`src/rtl/mbq_pkg.sv`:
```
package mbq_pkg;
  localparam int unsigned STAT_W        = 32;
  localparam int unsigned STAT_FULL_POS = 31;
  localparam int unsigned STAT_EMPT_POS = 30;
  localparam int unsigned STAT_LVL_W    = 8;

  function automatic logic [STAT_W-1:0] pack_status(input logic full,
                                                    input logic empty,
                                                    input logic [STAT_LVL_W-1:0] lvl);
    logic [STAT_W-1:0] s;
    s                = '0;
    s[STAT_FULL_POS] = full;
    s[STAT_EMPT_POS] = empty;
    s[STAT_LVL_W-1:0] = lvl;
    return s;
  endfunction
endpackage

```
`src/rtl/mbq_ctrl.sv`:
```
module mbq_ctrl #(
  parameter int unsigned DEPTH = 8,
  parameter int unsigned CNT_W = 4,
  parameter int unsigned IDX_W = 3
) (
  input  logic             clk,
  input  logic             rst_n,
  input  logic             push_i,
  input  logic             pop_i,
  input  logic [IDX_W-1:0] pop_idx_i,
  output logic             pop_ok_o,
  output logic             push_ok_o,
  output logic [CNT_W-1:0] wr_idx_o,
  output logic [CNT_W-1:0] count_o,
  output logic             err_o
);
  logic [CNT_W-1:0] cnt_q, cnt_d, cnt_mid;
  logic             err_q, err_d;
  logic             cnt_en;

  always_comb begin
    pop_ok_o  = pop_i && (CNT_W'(pop_idx_i) < cnt_q);
    cnt_mid   = cnt_q - CNT_W'(pop_ok_o);
    push_ok_o = push_i && (cnt_mid < CNT_W'(DEPTH));
    wr_idx_o  = cnt_mid;
    cnt_d     = cnt_mid + CNT_W'(push_ok_o);
    cnt_en    = pop_ok_o || push_ok_o;
    err_d     = (pop_i && !pop_ok_o) || (push_i && !push_ok_o);
  end

  always_ff @(posedge clk or negedge rst_n) begin
    if (!rst_n) begin
      cnt_q <= '0;
    end else if (cnt_en) begin
      cnt_q <= cnt_d;
    end
  end

  always_ff @(posedge clk or negedge rst_n) begin
    if (!rst_n) begin
      err_q <= 1'b0;
    end else begin
      err_q <= err_d;
    end
  end

  assign count_o = cnt_q;
  assign err_o   = err_q;
endmodule

```
`src/rtl/mbq_store.sv`:
```
module mbq_store #(
  parameter int unsigned          DEPTH   = 8,
  parameter int unsigned          DATA_W  = 32,
  parameter logic [DATA_W-1:0]    INVALID = '1,
  parameter int unsigned          CNT_W   = 4,
  parameter int unsigned          IDX_W   = 3
) (
  input  logic              clk,
  input  logic              rst_n,
  input  logic              pop_ok_i,
  input  logic [IDX_W-1:0]  pop_idx_i,
  input  logic              push_ok_i,
  input  logic [CNT_W-1:0]  wr_idx_i,
  input  logic [DATA_W-1:0] push_data_i,
  output logic [DATA_W-1:0] rd_data_o,
  output logic [DATA_W-1:0] head_o
);
  logic [DATA_W-1:0] slot_q [DEPTH];
  logic [DATA_W-1:0] slot_d [DEPTH];
  logic              slot_en;

  assign slot_en = pop_ok_i || push_ok_i;

  for (genvar j = 0; j < DEPTH; j++) begin : g_slot
    logic [DATA_W-1:0] shifted;
    if (j == DEPTH - 1) begin : g_top
      always_comb begin
        shifted = slot_q[j];
        if (pop_ok_i && (IDX_W'(j) >= pop_idx_i)) shifted = INVALID;
      end
    end else begin : g_mid
      always_comb begin
        shifted = slot_q[j];
        if (pop_ok_i && (IDX_W'(j) >= pop_idx_i)) shifted = slot_q[j+1];
      end
    end

    always_comb begin
      slot_d[j] = shifted;
      if (push_ok_i && (wr_idx_i == CNT_W'(j))) slot_d[j] = push_data_i;
    end

    always_ff @(posedge clk or negedge rst_n) begin
      if (!rst_n) begin
        slot_q[j] <= INVALID;
      end else if (slot_en) begin
        slot_q[j] <= slot_d[j];
      end
    end
  end

  assign rd_data_o = slot_q[pop_idx_i];
  assign head_o    = slot_q[0];
endmodule

```
`src/rtl/mbq_status.sv`:
```
module mbq_status
  import mbq_pkg::*;
#(
  parameter int unsigned DEPTH = 8,
  parameter int unsigned CNT_W = 4
) (
  input  logic [CNT_W-1:0]  count_i,
  output logic [STAT_W-1:0] status_o
);
  logic full, empty;
  logic [STAT_LVL_W-1:0] lvl;

  always_comb begin
    full     = (count_i == CNT_W'(DEPTH));
    empty    = (count_i == '0);
    lvl      = STAT_LVL_W'(count_i);
    status_o = pack_status(full, empty, lvl);
  end
endmodule

```
`src/rtl/mbox_msg_queue.sv`:
```
module mbox_msg_queue #(
  parameter int unsigned       DEPTH   = 8,
  parameter int unsigned       DATA_W  = 32,
  parameter logic [DATA_W-1:0] INVALID = 32'hFFFF_FFFF,
  localparam int unsigned      CNT_W   = $clog2(DEPTH + 1),
  localparam int unsigned      IDX_W   = (DEPTH > 1) ? $clog2(DEPTH) : 1
) (
  input  logic              clk,
  input  logic              rst_n,
  input  logic              push_i,
  input  logic [DATA_W-1:0] push_data_i,
  input  logic              pop_i,
  input  logic [IDX_W-1:0]  pop_idx_i,
  output logic [DATA_W-1:0] pop_data_o,
  output logic [DATA_W-1:0] peek_o,
  output logic [CNT_W-1:0]  count_o,
  output logic [31:0]       status_o,
  output logic              err_o
);
  logic [1:0]       rst_sync_q;
  logic             rst_n_sync;
  logic             pop_ok, push_ok;
  logic [CNT_W-1:0] wr_idx;

  always_ff @(posedge clk or negedge rst_n) begin
    if (!rst_n) begin
      rst_sync_q <= 2'b00;
    end else begin
      rst_sync_q <= {rst_sync_q[0], 1'b1};
    end
  end
  assign rst_n_sync = rst_sync_q[1];

  mbq_ctrl #(.DEPTH(DEPTH), .CNT_W(CNT_W), .IDX_W(IDX_W)) u_ctrl (
    .clk       (clk),
    .rst_n     (rst_n_sync),
    .push_i    (push_i),
    .pop_i     (pop_i),
    .pop_idx_i (pop_idx_i),
    .pop_ok_o  (pop_ok),
    .push_ok_o (push_ok),
    .wr_idx_o  (wr_idx),
    .count_o   (count_o),
    .err_o     (err_o)
  );

  mbq_store #(.DEPTH(DEPTH), .DATA_W(DATA_W), .INVALID(INVALID),
              .CNT_W(CNT_W), .IDX_W(IDX_W)) u_store (
    .clk         (clk),
    .rst_n       (rst_n_sync),
    .pop_ok_i    (pop_ok),
    .pop_idx_i   (pop_idx_i),
    .push_ok_i   (push_ok),
    .wr_idx_i    (wr_idx),
    .push_data_i (push_data_i),
    .rd_data_o   (pop_data_o),
    .head_o      (peek_o)
  );

  mbq_status #(.DEPTH(DEPTH), .CNT_W(CNT_W)) u_status (
    .count_i  (count_o),
    .status_o (status_o)
  );
endmodule

```
`config.mk`:
```
export PLATFORM = sky130hd
export DESIGN_NAME = mbox_msg_queue
export DESIGN_NICKNAME = d
export VERILOG_FILES = /design/src/rtl/mbq_pkg.sv /design/src/rtl/mbq_ctrl.sv /design/src/rtl/mbq_store.sv /design/src/rtl/mbq_status.sv /design/src/rtl/mbox_msg_queue.sv
export SDC_FILE = /design/constraint.sdc
export NUM_CORES = 1
export LEC_CHECK = 0
export BUFFER_PORTS_ARGS = -buffer_cell sky130_fd_sc_hd__buf_2
export CAP_MARGIN = 0
export CORE_UTILIZATION = 65
export DETAILED_ROUTE_END_ITERATION = 16
export GPL_ROUTABILITY_DRIVEN = 0
export PLACE_DENSITY_LB_ADDON = 0.2
export SLEW_MARGIN = 20
export SYNTH_ARGS = -nofsm -noshare
export SYNTH_HDL_FRONTEND = slang
export SYNTH_SLANG_ARGS = --single-unit
```
`constraint.sdc`:
```
create_clock -name clk -period 11.6 [get_ports clk]
set_clock_uncertainty 0.05 [all_clocks]
set_input_delay 0 -clock clk [delete_from_list [all_inputs] [get_ports clk]]
set_output_delay 0 -clock clk [all_outputs]
set_load 0.05 [all_outputs]
```
==> flow_metrics.env, run 1 <==
export IMPL_setup_viol_count_final=0
export IMPL_finalMaxSlewViolations=0
export IMPL_ys_async_sr_fraction_pct=100.0
export IMPL_max_freq_ghz=0.1748
export IMPL_synth_top_area_share_pct=43.63
export IMPL_ioPinCount=140
export IMPL_dpl_cell_area_mm2=0.01598
export IMPL_n_antenna_cell=0
export IMPL_ys_flop_type="dfstp_2"
export IMPL_ys_top_cells_by_area="dfstp_2 (44%), mux2_2 (32%), mux4_2 (9.3%)"
export IMPL_postCtsSetupBuffers=0
export IMPL_htreeDepth=1
export IMPL_routed_wl_um=34650
export IMPL_cts_tree="yes"
export IMPL_combPwrFrac_pct=41.0
export IMPL_grtUsageTotal_pct=29.47
export IMPL_hpwl_um=20000
export IMPL_syn2layout_area_growth_pct=12.50
export IMPL_drtAntennaViolNets=0
export IMPL_grt_max_degree=80
export IMPL_p_int_w=0.003037
export IMPL_final_core_util_pct=75.70
export IMPL_drc=0
export IMPL_leakagePower_nw=6.001
export IMPL_rsz0062_at_grt="false"
export IMPL_swShare_pct=35.72
export IMPL_start_util_pct=67.28
export IMPL_synth_area_mux_share_pct=44.48
export IMPL_synthAdderAreaFrac_pct=0.4057
export IMPL_rows=55
export IMPL_clk_pin_slew_ns=0.06
export IMPL_clk_latency_ns=0.55
export IMPL_grt_overflow=0
export IMPL_grt_pass1_vias=10070
export IMPL_startpoint_type="flip-flop"
export IMPL_hold_class="input port to flip-flop"
export IMPL_postCtsHoldBufs=36
export IMPL_p_sw_w=0.001688
export IMPL_synth_compound_gate_area_share_pct=2.605
export IMPL_ys_warn_count=0
export IMPL_synth_top_family_by_area="multiplexers"
export IMPL_cts_root_buffer="clkbuf_16"
export IMPL_use_met2_pct=50.26
export IMPL_status="complete, no violations"
export IMPL_cp_max_fo=36
export IMPL_wl_per_cell_um=22.59
export IMPL_synth_seq_cells=263
export IMPL_fin_crit_sh_pct=49.33
export IMPL_whs_path_depth=4
export IMPL_viasPerCell=6.193
export IMPL_synth_avg_cell_area_um2=14.17
export IMPL_die_w_um=156.0
export IMPL_power_density_mw_per_mm2=272.4
export IMPL_layout_nets=1247
export IMPL_tns_ns=0
export IMPL_cts_repair_resized=0
export IMPL_dr_pass1_iters=5
export IMPL_clock_path_buffers=3
export IMPL_ys_seq_area_share_pct=44.76
export IMPL_cp_required_ns=12.03
export IMPL_maxSlewHeadroom_pct=24.59
export IMPL_stdcell_count=1534
export IMPL_finalHoldViolCount=0
export IMPL_reg2regPathDepth=13
export IMPL_grt_pass1_wl_um=55480
export IMPL_die_area_mm2=0.02434
export IMPL_yosysUniqueCellTypes=48
export IMPL_syn_inst=1088
export IMPL_worstSetupPathType="flip-flop to flip-flop"
export IMPL_use_met1_pct=40.16
export IMPL_num_vias=9500
export IMPL_crit_path_end_kind="flip-flop"
export IMPL_antenna_found_initial=0
export IMPL_busiest_layer="met2"
export IMPL_place_port_buffers=113
export IMPL_synth_xor_area_share_pct=0.1136
export IMPL_grt_use_met3_pct=3.194
export IMPL_synth_most_common_cell="mux2_2"
export IMPL_arrival_ns=6.15
export IMPL_pwr_share_clk_pct=20.4
export IMPL_fin_area_mm2=0.01735
export IMPL_synthTopCellsByCount="mux2_2 (444), dfstp_2 (256), nor2_1 (70), mux4_2 (64), buf_4 (43)"
export IMPL_worst_pin_slew_ns=1.130
export IMPL_synth_top_area_cell="dfstp_2"
export IMPL_synth_edf_count=0
export IMPL_drt_initial_drc_count=636
export IMPL_min_period_ns=5.722
export IMPL_core_mm2=0.02292
export IMPL_netlist_area_mm2=0.01542
export IMPL_power_share_sequential_pct=38.6
export IMPL_drv_cap=0
export IMPL_yosys_area_share_simple_pct=3.132
export IMPL_layout_drive_gt1_share_pct=78.46
export IMPL_irDropWorstVdd_mv=0.1730
export IMPL_dp_cells=1448
export IMPL_clock_sinks=263
export IMPL_die_y_um=156.0
export IMPL_cts_made_buffers=30
-- sequential cells by signal (all words and copies together), names as in the netlist --
name,count
rst_sync_q,2
u_ctrl.count_o,4
u_ctrl.err_o,1
u_store.head_o,32
u_store.slot_q,224
-- worst max-delay path, stage by stage (launching register included) --
cell	delay [ns]
dfrtp_1	0.52
inv_1	0.13
ha_1	0.36
a211oi_4	0.52
o21ai_0	0.28
inv_2	0.62
ha_1	0.35
ha_1	0.30
and2_1	0.17
a21oi_1	0.04
o22ai_1	0.42
nor3b_4	0.98
buf_4	0.46
mux2_2	0.39
-- cell families (layout without fill, tap and decap cells) --
| family | Yosys count | in the layout |
|---|---|---|
| xor+xnor | 2 | 2 |
| simple gates | 103 | 103 |
| other cells | 2 | 27 |
| mux | 545 | 545 |
| flops | 263 | 263 |
| buf+inv | 111 | 219 |
| fa+ha+maj | 5 | 5 |
| compound gates | 57 | 57 |
-- per-layer routing --
layer / share of wire (%) / routed length (µm)
met1: 44 / 15330
met4: 2.1 / 738
met2: 50 / 17390
met5: 0 / 0
met3: 3.5 / 1196
-- cells in the final DEF (no fill, tap or decap), drive strengths merged, types with 2 or more instances in the layout --
master	n
mux2	481
dfstp	256
buf	128
nor2	71
mux4	64
clkbuf	43
a21oi	36
dlygate4sd3	36
conb	27
nand2	7
o21ai	7
dfrtp	7
inv	6
ha	5
nand3	5
nor2b	3
o211ai	3
bufinv	3
clkinv	3
nand2b	3
a21o	3
a211oi	2
nor3b	2
xnor2	2
nand4	2
a221oi	2
-- power groups by stage --
| stage | combinational [W] | clock, W | sequential, W |
|---|---|---|---|
| 3_5_place_dp | 0.00191 | 0 | 0.00182 |
| 2_1_floorplan | 0.00137 | 0 | 0.00197 |
| 5_1_grt | 0.00205 | 0.00101 | 0.00188 |
| 3_3_place_gp | 0.00186 | 0 | 0.00180 |
| 6_report | 0.00194 | 0.000963 | 0.00183 |
| 4_1_cts | 0.00194 | 0.000979 | 0.00182 |
-- metrics by stage --
step	setup slack, ns	hold slack, ns	power [W]
final	5.878	0.07164	0.004725
after global routing	5.603	0.08967	0.004947
after CTS	5.978	0.03404	0.004739
after detailed placement	5.944	-0.2633	0.003735
after global placement	6.137	-0.2651	0.003659
after floorplan	4.125	-0.3456	0.003339
-- worst paths after layout --
kind / slack (ns) / to / start
setup / recovery: 5.88 / u_store.head_o[21]$_DFFE_PN1P_ / u_ctrl.count_o[1]$_DFFE_PN0P_
hold / removal: 0.07 / u_ctrl.count_o[2]$_DFFE_PN0P_ / pop_i
setup reg to reg: 5.88 / u_store.head_o[21]$_DFFE_PN1P_ / u_ctrl.count_o[1]$_DFFE_PN0P_
hold reg to reg: 0.30 / rst_sync_q[1]$_DFF_PN0_ / rst_sync_q[0]$_DFF_PN0_
max in group asynchronous: 9.11 / u_store.slot_q[43]$_DFFE_PN1P_ / rst_sync_q[1]$_DFF_PN0_
min in group asynchronous: 0.25 / rst_sync_q[0]$_DFF_PN0_ / rst_n
-- layout make-up --
type	count	area [µm²]
Multi-Input combinational cell	739	7990
Sequential cell	263	6905
Fill cell	1454	5569
Timing Repair Buffer	164	1044
Clock buffer	43	880.8
Tap cell	313	391.6
Clock inverter	7	116.4
Inverter	5	18.77
Note: power is estimated with default switching activity, not from simulation.
==> inputs of run 2 (changes only) <==
CORE_UTILIZATION = 55   (was 65)
clock period = 4.7 ns   (was 11.6 ns; I/O delays follow)
==> run 2 against run 1 <==
Largest power group unchanged. Highest routed layer unchanged. Register-to-register slack worse by 5.4 ns. Die area is 18% higher. First-iteration DRC count is 30% lower. Non-clock buffer count is 14 higher. Final area is 1.2% higher. Utilization is 11 points lower. Largest cell class unchanged. Fmax is 35% higher. Sequential share of layout area is 0.46 points lower.
==> flow_metrics.env, run 2 (same netlist as run 1, synthesis figures left out) <==
export IMPL_drt_initial_drc_count=448
export IMPL_rows=60
export IMPL_clock_sinks=263
export IMPL_layout_commonest_cell="mux2_2"
export IMPL_layout_drive_gt1_share_pct=78.76
export IMPL_hold_class="input port to flip-flop"
export IMPL_crit_top_cell="ha_1"
export IMPL_cp_required_ns=5.10
export IMPL_crit_buf_inv=3
export IMPL_cts_root_buffer="clkbuf_16"
export IMPL_grt_pass1_wl_um=55050
export IMPL_crit_path_end_kind="flip-flop"
export IMPL_die_w_um=169.4
export IMPL_place_port_buffers=113
export IMPL_wl_per_cell_um=21.10
export IMPL_finalMaxSlewViolations=0
export IMPL_cp_cell_sequence="inv_1 > ha_1 > a211oi_4 > o21ai_0 > inv_2 > ha_1 > ha_1 > nor2b_1 > a21oi_1 > o21ai_0 > nand3_2 > buf_12 > mux2_2"
export IMPL_timing_hold_worst_start="pop_i"
export IMPL_power_density_mw_per_mm2=651.9
export IMPL_clock_path_buffers=3
export IMPL_start_util_pct=56.58
export IMPL_slowest_stage="dfrtp_1"
export IMPL_drtAntennaViolNets=0
export IMPL_top_register="u_store.slot_q"
export IMPL_num_vias=9269
export IMPL_die_area_mm2=0.02871
export IMPL_dr_pass1_iters=5
export IMPL_setup_viol_count_final=0
export IMPL_fin_crit_sh_pct=90.50
export IMPL_r2r_start="u_ctrl.count_o[1]$_DFFE_PN0P_"
export IMPL_largest_reg_flops=224
export IMPL_r2r_setup_slack_ns=0.45
export IMPL_status="complete, no violations"
export IMPL_hpwl_um=20980
export IMPL_tns_ns=0
export IMPL_htreeDepth=1
export IMPL_irDropWorstVdd_mv=0.3412
export IMPL_arrival_ns=4.65
export IMPL_grt_overflow=0
export IMPL_rr_endpoint="u_store.slot_q[83]$_DFFE_PN1P_"
export IMPL_crit_family="compound AO/OA/AOI/OAI gates"
export IMPL_cp_max_fo=20
export IMPL_viasPerCell=5.754
export IMPL_core_mm2=0.02725
export IMPL_maxSlewHeadroom_pct=32.44
export IMPL_fin_area_mm2=0.01755
export IMPL_worstSetupPathType="flip-flop to flip-flop"
export IMPL_ioPinCount=140
export IMPL_die_y_um=169.4
export IMPL_cp_depth=13
export IMPL_min_period_ns=4.253
export IMPL_drc=0
export IMPL_hold_end="u_ctrl.count_o[2]$_DFFE_PN0P_"
export IMPL_leakagePower_nw=6.085
export IMPL_reg2regPathDepth=13
export IMPL_worst_pin_slew_ns=1.013
export IMPL_rsz0062_at_grt="false"
export IMPL_grt_pass1_vias=9591
export IMPL_final_core_util_pct=64.40
export IMPL_cts_made_buffers=29
export IMPL_layout_nets=1260
export IMPL_routed_wl_um=33990
export IMPL_antenna_found_initial=1
export IMPL_drv_cap=0
export IMPL_startpoint_type="flip-flop"
export IMPL_syn2layout_area_growth_pct=13.83
export IMPL_final_cell_mix="mux2_2 (444), dfstp_2 (256), buf_2 (111), nor2_1 (70), mux4_2 (64)"
export IMPL_cts_repair_resized=0
export IMPL_grtUsageTotal_pct=24.69
export IMPL_cts_tree="yes"
export IMPL_clk_latency_ns=0.53
export IMPL_finalHoldViolCount=0
export IMPL_dpl_cell_area_mm2=0.01623
export IMPL_whs_ns=0.08928
export IMPL_grt_max_degree=88
export IMPL_whs_path_depth=4
export IMPL_critPathMaxStageDelay_ns=0.51
export IMPL_clk_pin_slew_ns=0.05
export IMPL_max_freq_ghz=0.2351
run 2: timing repair:
| action | 4_1_cts | 5_1_grt |
|---|---|---|
| endpoints found under the hold margin | 263 | 0 |
| hold buffers | 36 | 0 |
| buffers inserted | 0 | 0 |
run 2: metal layers:
layer  vias up  GRT usage (%)  share of wire (%)
met5         -              0                  0
met4         0          5.092                1.5
met2       225          42.35                 49
met3        39          3.405                5.3
met1      4744          33.52                 44
li1       4261              -                  -
run 2: power breakdown:
group          switching (W)  leakage (nW)  internal [W]
registers           0.000661          2.78       0.00379
clock network       0.000908         0.474       0.00133
logic                0.00248          2.83       0.00227
total                0.00405          6.08       0.00739
run 2: per-stage QoR:
step                      worst slack [ns]  power (W)  std cells
after floorplan                     0.4527   0.008238       1113
after global placement              0.5634   0.009092       1521
after detailed placement            0.4194   0.009219       1521
after CTS                           0.4122    0.01153       1610
after global routing               0.07046    0.01206       1611
final                               0.4467    0.01144       1611
run 2: worst max-delay path by stage:
| stage | from | endpoint | slack, ns |
|---|---|---|---|
| after floorplan | u_ctrl.count_o[2]$_DFFE_PN0P_ | u_store.slot_q[117]$_DFFE_PN1P_ | 0.45 |
| after detailed placement | u_ctrl.count_o[2]$_DFFE_PN0P_ | u_store.slot_q[150]$_DFFE_PN1P_ | 0.42 |
| after global routing | u_ctrl.count_o[2]$_DFFE_PN0P_ | u_store.slot_q[69]$_DFFE_PN1P_ | 0.07 |
| after CTS | u_ctrl.count_o[2]$_DFFE_PN0P_ | u_store.slot_q[148]$_DFFE_PN1P_ | 0.41 |
| final | u_ctrl.count_o[1]$_DFFE_PN0P_ | u_store.slot_q[83]$_DFFE_PN1P_ | 0.45 |
| after global placement | u_ctrl.count_o[2]$_DFFE_PN0P_ | u_store.slot_q[142]$_DFFE_PN1P_ | 0.56 |
run 2: final cells by class:
class	count	area [µm²]
tap	372	465.4
timing repair buffer	178	1224
clock buffer	48	927.1
inverter	5	18.77
clock inverter	5	27.53
sequential	263	6905
multi-input combinational	739	7980
fill	2041	9701
antenna	1	2.502
run 2: worst register-to-register path: cells and delay by family, from the launching register on:
family	cells	cell delay (ns)
adders and majority gates	3	0.88
DFF	1	0.51
and+or+nand+nor	2	0.66
buffers and inverters	3	0.58
muxes	1	0.28
AOI/OAI and AO/OA	4	1.22
==> inputs of run 3 (changes only) <==
MAX_ROUTING_LAYER = met4   (was not set)
SETUP_SLACK_MARGIN = 0.15   (was not set)
SYNTH_HIERARCHICAL = 1   (was not set)
==> run 3 against run 2 <==
Critical path depth down 1. Die area fell by 0.58%. Synthesized cell count is 32% higher. Fmax decreased by 0.29%. Largest power group unchanged. Combinational power rose by 46%. Utilization down 0.55 points. Count of clock-buffer cells in the layout decreased by 12. Sequential power grew 16%. First-iteration DRC count increased to 2.8 times the previous value. Largest cell class unchanged. Sequential share of layout area increased by 0.45 points. Worst hold slack better by 0.038 ns.
==> flow_metrics.env, run 3 <==
export IMPL_grt_pass1_vias=12670
export IMPL_syn2layout_area_growth_pct=13.22
export IMPL_drv_cap=0
export IMPL_num_vias=12450
export IMPL_ys_seq_area_share_pct=45.03
export IMPL_routed_wl_um=45550
export IMPL_status="complete, no violations"
export IMPL_worst_pin_slew_ns=0.8877
export IMPL_finalMaxSlewViolations=0
export IMPL_cp_max_fo=8
export IMPL_postCtsHoldBufs=38
export IMPL_rr_endpoint="u_ctrl/count_o[3]$_DFFE_PN0P_"
export IMPL_startpoint_type="flip-flop"
export IMPL_die_w_um=168.9
export IMPL_crit_start="u_ctrl/count_o[2]$_DFFE_PN0P_"
export IMPL_rows=60
export IMPL_n_antenna_cell=0
export IMPL_leakagePower_nw=6.851
export IMPL_tns_ns=0
export IMPL_max_freq_ghz=0.2344
export IMPL_crit_path_end_kind="flip-flop"
export IMPL_top_register="u_store/slot_q"
export IMPL_r2r_setup_slack_ns=0.43
export IMPL_grt_max_degree=118
export IMPL_layout_commonest_cell="dfstp_2"
export IMPL_syn_inst=1438
export IMPL_clk_pin_slew_ns=0.05
export IMPL_wl_per_cell_um=23.73
export IMPL_rsz0062_at_grt="false"
export IMPL_postCtsSetupBuffers=0
export IMPL_drt_initial_drc_count=1276
export IMPL_cts_root_buffer="clkbuf_16"
export IMPL_fin_crit_sh_pct=90.76
export IMPL_fin_ws_ns=0.4342
export IMPL_final_core_util_pct=63.85
export IMPL_power_density_mw_per_mm2=824.6
export IMPL_critPathMaxStageDelay_ns=0.57
export IMPL_die_y_um=168.9
export IMPL_cts_repair_resized=0
export IMPL_die_area_mm2=0.02854
export IMPL_arrival_ns=4.70
export IMPL_synthTopCellsByCount="dfstp_2 (256), mux2i_1 (194), nor3_1 (160), a31oi_1 (128), nand3_1 (98)"
export IMPL_layout_nets=1568
export IMPL_ioPinCount=140
export IMPL_cp_cell_sequence="inv_1 > ha_1 > o31ai_1 > or2_4 > ha_1 > nor3b_4 > mux2i_1 > ha_1 > nand3_1 > mux2_2 > a21oi_1 > dlygate4sd3_1"
export IMPL_synth_seq_cells=263
export IMPL_synth_avg_cell_area_um2=10.66
export IMPL_irDropWorstVdd_mv=0.4946
export IMPL_crit_end="u_ctrl/count_o[3]$_DFFE_PN0P_"
export IMPL_clock_sinks=263
export IMPL_regArea_mm2=0.006905
export IMPL_largest_reg_flops=224
export IMPL_fillers=2180
export IMPL_ys_flop_type="dfstp_2"
export IMPL_crit_top_cell="ha_1"
export IMPL_finalPower_w=0.01431
export IMPL_netlist_area_mm2=0.01533
export IMPL_grtUsageTotal_pct=33.29
export IMPL_hpwl_um=26740
export IMPL_r2r_start="u_ctrl/count_o[2]$_DFFE_PN0P_"
export IMPL_finalHoldViolCount=0
export IMPL_drc=0
export IMPL_clk_latency_ns=0.57
export IMPL_slowest_stage="mux2i_1"
export IMPL_ys_async_sr_fraction_pct=100.0
export IMPL_setup_viol_count_final=0
export IMPL_multi_input_area_mm2=0.007508
export IMPL_grt_pass1_wl_um=72200
export IMPL_clock_path_buffers=3
export IMPL_layout_drive_gt1_share_pct=38.40
export IMPL_maxSlewHeadroom_pct=40.82
export IMPL_dr_pass1_iters=5
export IMPL_ys_top_cells_by_area="dfstp_2 (44%), mux2i_1 (13%), mux4_2 (9.4%)"
export IMPL_core_mm2=0.02718
export IMPL_whs_path_depth=5
export IMPL_ys_warn_count=6
export IMPL_grt_overflow=0
export IMPL_htreeDepth=1
export IMPL_min_period_ns=4.266
export IMPL_start_util_pct=56.40
export IMPL_synth_most_common_cell="dfstp_2"
export IMPL_final_cell_mix="dfstp_2 (256), mux2i_1 (194), nor3_1 (160), a31oi_1 (128), buf_2 (111)"
export IMPL_cts_tree="yes"
export IMPL_drtAntennaViolNets=0
export IMPL_reg2regPathDepth=12
export IMPL_viasPerCell=6.486
export IMPL_post_place_ws_ns=0.5129
export IMPL_worstSetupPathType="flip-flop to flip-flop"
export IMPL_synth_top_area_cell="dfstp_2"
export IMPL_cp_required_ns=5.14
export IMPL_yosysUniqueCellTypes=49
export IMPL_cts_made_buffers=30
export IMPL_synth_top_area_share_pct=43.89
export IMPL_antenna_found_initial=0
export IMPL_hold_class="input port to flip-flop"
export IMPL_place_port_buffers=113
export IMPL_synth_edf_count=0
[run 3: changes by cell type after synthesis, moves of 52 or more]
cell and change:
nand2_1 +61, a31oi_1 +128, o21ai_1 +55, nor3_1 +159, clkbuf_1 +52, mux2i_1 +194
nand3_1 +93, mux2_2 -411
[run 3: per-layer routing]
| layer | vias up | track usage, % | routed length [µm] |
|---|---|---|---|
| li1 | 5434 | - | - |
| met3 | 97 | 4.396 | 3354 |
| met1 | 6288 | 43.90 | 18880 |
| met2 | 627 | 53.63 | 22030 |
| met5 | - | - | 0 |
| met4 | 0 | 10.47 | 1282 |
[run 3: stage by stage]
stage / cell area [µm²] / std cells / hold WS (ns)
after detailed placement: 16040 / 1825 / -0.2627
after global routing: 17350 / 1919 / 0.1763
after floorplan: 15420 / 1463 / -0.3456
after global placement: 16040 / 1825 / -0.2625
final: 17350 / 1919 / 0.1270
after CTS: 17350 / 1919 / 0.1265
[run 3: power by group]
part / leakage, nW / switching, W / internal [W]
registers: 2.77 / 0.000910 / 0.00424
logic: 3.62 / 0.00444 / 0.00248
clock network: 0.464 / 0.000985 / 0.00125
total: 6.85 / 0.00634 / 0.00797
[run 3: worst max-delay path, delay by kind of cell, from the launching register on]
kind	cells	cell delay [ns]
AND/OR/NAND/NOR	3	0.75
adder cells (fa/ha/maj)	3	0.73
multiplexers	2	0.87
buffers and inverters	2	0.66
flip-flops	1	0.55
AO/OA/AOI/OAI	2	0.61
[run 3: final cells by class]
cell class	instances	share of cell area [%]
tap	372	2.682
inverter	39	0.8436
clock buffer	36	4.514
clock inverter	20	0.8508
multi-input combinational	987	43.27
sequential	263	39.79
timing repair buffer	202	8.047
[run 3: logic make-up after synthesis]
logic type / count (synthesis) / synth area share, %
AO/OA/AOI/OAI: 268 / 10.18
XOR/XNOR: 4 / 0.2286
adder cells (fa/ha/maj): 6 / 0.4898
buffers and inverters: 213 / 6.914
flip-flops: 263 / 45.03
multiplexers: 293 / 24.64
other: 2 / 0.04900
AND/OR/NAND/NOR: 389 / 12.47
[run 3: worst min path at each step]
stage                 startpoint                       endpoint  slack, ns
finish              pop_idx_i[0]  u_ctrl/count_o[2]$_DFFE_PN0P_       0.13
global route        pop_idx_i[2]  u_ctrl/count_o[2]$_DFFE_PN0P_       0.18
CTS                 pop_idx_i[2]  u_ctrl/count_o[2]$_DFFE_PN0P_       0.13
detailed placement         rst_n        rst_sync_q[0]$_DFF_PN0_      -0.26
global placement           rst_n        rst_sync_q[0]$_DFF_PN0_      -0.26
floorplan                  rst_n        rst_sync_q[0]$_DFF_PN0_      -0.35
